## src/rtl/vt_pkg.sv

```systemverilog
package vt_pkg;
  localparam int unsigned VT_STATE_BITS = 4;
  localparam int unsigned VT_PACK_W     = 16;
  localparam int unsigned VT_STAGE_W    = 10;

  function automatic int unsigned vt_idx_w(int unsigned stage_w, int unsigned pack_w);
    return stage_w - $clog2(pack_w);
  endfunction
endpackage

```

## src/rtl/vt_stage_reader.sv

```systemverilog
module vt_stage_reader #(
  parameter int unsigned STAGE_W = 10
) (
  input  logic               clk,
  input  logic               rst,
  input  logic               start_ok,
  input  logic [STAGE_W-1:0] num_stages,
  output logic               rd_en,
  output logic [STAGE_W-1:0] rd_addr,
  output logic               tag_vld,
  output logic [STAGE_W-1:0] tag_stage
);
  always_ff @(posedge clk) begin
    if (rst) begin
      rd_en     <= 1'b0;
      rd_addr   <= '0;
      tag_vld   <= 1'b0;
      tag_stage <= '0;
    end else begin
      tag_vld   <= rd_en;
      tag_stage <= rd_addr;
      if (start_ok && num_stages != '0) begin
        rd_en   <= 1'b1;
        rd_addr <= num_stages - 1'b1;
      end else if (rd_en) begin
        if (rd_addr == '0) rd_en <= 1'b0;
        else               rd_addr <= rd_addr - 1'b1;
      end
    end
  end


  addr_step_chk: assert property (@(posedge clk) disable iff (rst)
    (rd_en && rd_addr != '0) |=> (rd_en && rd_addr == $past(rd_addr) - 1'b1));


  addr_last_chk: assert property (@(posedge clk) disable iff (rst)
    (rd_en && rd_addr == '0 && !start_ok) |=> !rd_en);
endmodule

```

## src/rtl/vt_state_walk.sv

```systemverilog
module vt_state_walk #(
  parameter int unsigned STATE_BITS = 4,
  localparam int unsigned WORD_W    = 1 << STATE_BITS
) (
  input  logic              clk,
  input  logic              rst,
  input  logic              restart,
  input  logic              step,
  input  logic [WORD_W-1:0] dword,
  output logic              dec_bit
);
  logic [STATE_BITS-1:0] state;
  logic [STATE_BITS-1:0] pos;
  logic                  sel;

  // (2*s + msb) mod 2^SB is a left rotation of the state
  always_comb begin
    pos     = {state[STATE_BITS-2:0], state[STATE_BITS-1]};
    sel     = dword[~pos];
    dec_bit = state[STATE_BITS-1];
  end

  always_ff @(posedge clk) begin
    if (rst || restart) state <= '0;
    else if (step)      state <= {state[STATE_BITS-2:0], sel};
  end


  walk_origin_chk: assert property (@(posedge clk) disable iff (rst)
    restart |=> state == '0);


  walk_shift_chk: assert property (@(posedge clk) disable iff (rst)
    (step && !restart) |=> state[STATE_BITS-1:1] == $past(state[STATE_BITS-2:0]));
endmodule

```

## src/rtl/vt_packer.sv

```systemverilog
module vt_packer #(
  parameter int unsigned PACK_W  = 16,
  parameter int unsigned STAGE_W = 10,
  localparam int unsigned LOG_P  = $clog2(PACK_W),
  localparam int unsigned IDX_W  = STAGE_W - LOG_P
) (
  input  logic               clk,
  input  logic               rst,
  input  logic               in_vld,
  input  logic               in_bit,
  input  logic [STAGE_W-1:0] in_stage,
  output logic [PACK_W-1:0]  out_word,
  output logic [IDX_W-1:0]   out_idx,
  output logic               out_valid
);
  logic [PACK_W-1:0] sh;
  logic [PACK_W-1:0] sh_next;
  logic [PACK_W-1:0] rev_w;

  assign sh_next = {sh[PACK_W-2:0], in_bit};

  for (genvar g = 0; g < PACK_W; g++) begin : g_rev
    assign rev_w[g] = sh_next[PACK_W-1-g];
  end

  always_ff @(posedge clk) begin
    if (rst) begin
      sh        <= '0;
      out_word  <= '0;
      out_idx   <= '0;
      out_valid <= 1'b0;
    end else begin
      out_valid <= 1'b0;
      if (in_vld) begin
        if (in_stage[LOG_P-1:0] == '0) begin
          out_word  <= rev_w;
          out_idx   <= in_stage[STAGE_W-1:LOG_P];
          out_valid <= 1'b1;
          sh        <= '0;
        end else begin
          sh <= sh_next;
        end
      end
    end
  end


  word_pulse_chk: assert property (@(posedge clk) disable iff (rst)
    out_valid |=> !out_valid);


  word_boundary_chk: assert property (@(posedge clk) disable iff (rst)
    (in_vld && in_stage[LOG_P-1:0] == '0) |=> (out_valid && out_idx == $past(in_stage[STAGE_W-1:LOG_P])));
endmodule

```

## src/rtl/vt_traceback.sv

```systemverilog
module vt_traceback
  import vt_pkg::*;
#(
  parameter int unsigned STATE_BITS = VT_STATE_BITS,
  parameter int unsigned PACK_W     = VT_PACK_W,
  parameter int unsigned STAGE_W    = VT_STAGE_W
) (
  input  logic                                clk,
  input  logic                                rst,
  input  logic                                start,
  input  logic [STAGE_W-1:0]                  num_stages,
  output logic                                rd_en,
  output logic [STAGE_W-1:0]                  rd_addr,
  input  logic [(1<<STATE_BITS)-1:0]          rd_data,
  output logic [PACK_W-1:0]                   out_word,
  output logic [STAGE_W-$clog2(PACK_W)-1:0]   out_idx,
  output logic                                out_valid,
  output logic                                done
);
  localparam int unsigned IDX_W = vt_idx_w(STAGE_W, PACK_W);

  logic               tag_vld;
  logic [STAGE_W-1:0] tag_stage;
  logic               busy;
  logic               start_ok;
  logic               dec_bit;

  assign busy     = rd_en | tag_vld;
  assign start_ok = start & ~busy;

  vt_stage_reader #(.STAGE_W(STAGE_W)) u_reader (
    .clk(clk), .rst(rst), .start_ok(start_ok), .num_stages(num_stages),
    .rd_en(rd_en), .rd_addr(rd_addr), .tag_vld(tag_vld), .tag_stage(tag_stage)
  );

  vt_state_walk #(.STATE_BITS(STATE_BITS)) u_walk (
    .clk(clk), .rst(rst), .restart(start_ok), .step(tag_vld),
    .dword(rd_data), .dec_bit(dec_bit)
  );

  vt_packer #(.PACK_W(PACK_W), .STAGE_W(STAGE_W)) u_pack (
    .clk(clk), .rst(rst), .in_vld(tag_vld), .in_bit(dec_bit), .in_stage(tag_stage),
    .out_word(out_word), .out_idx(out_idx), .out_valid(out_valid)
  );

  always_ff @(posedge clk) begin
    if (rst)                              done <= 1'b0;
    else if (start_ok)                    done <= (num_stages == '0);
    else if (tag_vld && tag_stage == '0)  done <= 1'b1;
  end


  done_with_last_chk: assert property (@(posedge clk) disable iff (rst)
    $rose(done) |-> ((out_valid && out_idx == IDX_W'(0)) || $past(start_ok && num_stages == '0)));


  empty_frame_chk: assert property (@(posedge clk) disable iff (rst)
    (start_ok && num_stages == '0) |=> (!rd_en && done));


  busy_ignore_chk: assert property (@(posedge clk) disable iff (rst)
    (start && rd_en && rd_addr != '0) |=> (rd_en && rd_addr == $past(rd_addr) - 1'b1));
endmodule

```

## config.mk

```make
export PLATFORM = sky130hd
export DESIGN_NAME = vt_traceback
export DESIGN_NICKNAME = d
export VERILOG_FILES = /design/src/rtl/vt_pkg.sv /design/src/rtl/vt_stage_reader.sv /design/src/rtl/vt_state_walk.sv /design/src/rtl/vt_packer.sv /design/src/rtl/vt_traceback.sv
export SDC_FILE = /design/constraint.sdc
export NUM_CORES = 1
export LEC_CHECK = 0
export ABC_AREA = 1
export CAP_MARGIN = 10
export CORE_AREA = 2 2 82 84
export DETAILED_ROUTE_END_ITERATION = 10
export DIE_AREA = 0 0 84 86
export PLACE_DENSITY = 0.84
export SLEW_MARGIN = 20
export SYNTH_ARGS = -nofsm -noshare
export SYNTH_HDL_FRONTEND = slang
export SYNTH_HIERARCHICAL = 1
export SYNTH_SLANG_ARGS = --single-unit
```

## constraint.sdc

```tcl
create_clock -name clk -period 2.65 [get_ports clk]
set_clock_uncertainty 0.2 [all_clocks]
set_input_delay 0.3975 -clock clk [delete_from_list [all_inputs] [get_ports clk]]
set_output_delay 0.3975 -clock clk [all_outputs]
set_load 0.005 [all_outputs]
```

==> results.toml <==
[worst_hold_path]
holdPathStages = 2
min-delay-start = "u_pack/out_word[8]"
min_path_type = "reg -> reg"
hold-path-endpoint = "u_pack/out_word[8]"

[synth]
yosys_warnings = 6
yosysSeqAreaShare = 0.416
netlist_top_cells_area = "dfxtp_1, nand2_1, nand3_1, nor2_1, inv_1"
ys_types = 33
syn-mean-instance-area_um2 = 7.07
netlist_area_mm2 = 0.00312
syn_nets = 472
yosysTopAreaCell = "dfxtp_1"
synth_top_area_frac = 0.416
syn_inst = 442
synth-seq-cells = 65

[sta]
rsz0062_at_grt = "no"
setup_viol = 0
tightest_slew_ps = 612
hold_viol_final = 0
hold_slack_ps = 269
max_slew_margin = 0.591
fin_crit_sh = 0.875
setup_tns_ps = 0
slew_violations = 0
min_period_ps = 2320
fmax_mhz = 431

[setup_path]
cpMostUsedCell = "nand2_1"
r2r-start = "u_reader/rd_en"
crit_slowest_cell = "clkdlybuf4s50_1"
max_stage_delay_ps = 460
ff2ff_path_depth = 12
startpoint_type = "input port"
path_max_fanout = 13
cp.arrival_ps = 2350
reg2reg_to = "u_reader/rd_addr[9]"
end_kind = "flip-flop"
path_cells = "clkdlybuf4s50_1, nor2_2, nand3_2, o21bai_4, buf_4, nand2_1, o21ai_1, nand2_1, nor2_1, nand3_1, nand2_1, a21oi_1"
critical_path_class = "in -> reg"
crit_required_ps = 2680
ff2ff_setup_slack_ps = 540

[floorplanning]
io_pins = 64
num_rows = 29
die-area_mm2 = 0.00722
fp.coreArea_mm2 = 0.00628
die_w_um = 84
dieHeight_um = 86
start_util = 0.498

[route]
viasPerCell = 5.01
first_pass_iters = 5
wl_um = 7150
wire_per_inst_um = 12.1
drtIter0Drc = 161
vias = 2969
drc = 0
drtAntennaViolNets = 0

[placed_design]
dpl.hpwl_um = 5270
dp_cells = 578
portBuffers = 63
gp_congestion = 0.903

[power]
p_seq_frac = 0.412
vdd_ir_drop_max_mv = 0.390
switchingPower_w = 0.000899
power_density_mw_per_mm2 = 694
p_int_w = 0.00191
p_sw_frac = 0.320
p_leak_nw = 1.78
pwr-share-comb = 0.284
power_frac_clock = 0.304

[finish]
diodes = 0
nets = 542
final-instance-count-excl-fill = 593
drive_above_1_share = 0.116
syn_to_final_growth_pct = 29.5

[clock_tree]
postCtsSetupRepairBufs = 0
postCtsResizedCells = 0
numCtsBuffers = 9
cts_tree = "done"
clkLatencyLatePin_ps = 340
cts.sinks = 65
clockBufferDepth = 2
clk_pin_slew_worst_paths_ps = 70
cts-hold-fix-buffers = 0
htree_num_levels = 3
root_buffer = "clkbuf_8"

[run]
drv_cap = 0

[grt]
grt.total_usage = 0.206
antenna_found_initial = 0
grt_max_degree = 45
grt_overflow = 0
grt_pass1_vias = 2723
grt_pass1_wl_um = 12000

[status]
run_status = "finished clean"
## Yosys cell counts
cell type	number
dfxtp_1	65
o22ai_1	2
nor2_4	5
nor2_1	70
a21oi_1	12
o21bai_1	2
inv_2	4
nand4_1	10
buf_6	4
o21bai_4	1
nand3_4	1
nor4_1	1
nor3_4	1
ha_1	1
nand3_1	53
inv_1	53
nor3_1	14
nand2_4	4
a211oi_1	1
clkbuf_1	4
buf_1	1
nor2_2	7
o21ai_1	4
o21ai_0	18
nand2_2	5
nand3b_1	3
o21ai_2	3
clkbuf_2	1
buf_2	4
nand2_1	84
nand3_2	2
buf_8	1
buf_4	1
## final cells by class
class,count,area [um^2]
clock buffer,11,151
clock inverter,4,52.6
fill,570,2230
inverter,57,214
multi-input combinational,304,1500
sequential,65,1300
tap,77,96.3
timing repair buffer,75,733
## worst max-delay path: cells and delay by family
kind,cells,cell delay (ps)
and+or+nand+nor,7,790
buffers and inverters,2,720
AOI/OAI and AO/OA,3,430
## cell families after synthesis
kind of cell             Yosys count  synth area share
buffers and inverters             73             0.104
AO/OA/AOI/OAI                     43            0.0801
flip-flops                        65             0.417
adder cells (fa/ha/maj)            1           0.00400
AND/OR/NAND/NOR                  260             0.395
## routing by layer
metal	part of all wire	up-vias	track usage
met4	0.031	0	0.107
met5	0	-	0
met1	0.43	1293	0.246
li1	-	1554	-
met2	0.48	102	0.348
met3	0.057	20	0.0491
## through the flow
step           total power (W)  utilization  instance area, um^2  worst slack (ps)
3_3_place_gp           0.00196        0.612                 3840             -8.28
2_1_floorplan          0.00167            -                 3120               458
6_report               0.00281        0.645                 4050               332
3_5_place_dp           0.00197        0.612                 3840             -12.4
4_1_cts                0.00282        0.645                 4050               349
5_1_grt                0.00297        0.645                 4050               122
## cell usage in the layout (no fill, tap or decap), types with 11 or more instances in the layout
| master | Yosys | final |
|---|---|---|
| a21oi_1 | 12 | 12 |
| buf_4 | 1 | 11 |
| clkbuf_8 | 0 | 11 |
| clkdlybuf4s50_1 | 0 | 63 |
| dfxtp_1 | 65 | 65 |
| inv_1 | 53 | 53 |
| nand2_1 | 84 | 84 |
| nand3_1 | 53 | 53 |
| nor2_1 | 70 | 70 |
| nor3_1 | 14 | 14 |
| o21ai_0 | 18 | 18 |
## worst max path at each step
stage | start | end | slack [ps] | cells past startpoint
floorplan | u_reader/tag_vld | u_reader/rd_addr[6] | 460 | 14
CTS | num_stages[9] | u_reader/rd_addr[9] | 350 | 12
global route | num_stages[4] | u_reader/rd_addr[9] | 120 | 12
global placement | num_stages[0] | u_reader/rd_addr[9] | -8 | 12
finish | num_stages[9] | u_reader/rd_addr[9] | 330 | 12
detailed placement | num_stages[9] | u_reader/rd_addr[9] | -10 | 12
## flip-flops by register name, indices dropped and copies added, names as in the netlist
signal and flops:
u_reader/rd_addr 10, u_pack/sh 15, u_pack/out_valid 1, u_walk/state 4
done 1, u_reader/rd_en 1, u_reader/tag_stage 10, u_reader/tag_vld 1
u_pack/out_idx 6, u_pack/out_word 16
## power groups by stage
| stage | Clock, W | Combinational [W] | Sequential [W] |
|---|---|---|---|
| floorplan | 0 | 0.000499 | 0.00117 |
| global placement | 0 | 0.000782 | 0.00117 |
| detailed placement | 0 | 0.000790 | 0.00118 |
| CTS | 0.000871 | 0.000798 | 0.00116 |
| global route | 0.000916 | 0.000889 | 0.00117 |
| finish | 0.000854 | 0.000799 | 0.00116 |
(Power assumes the default switching activity.)
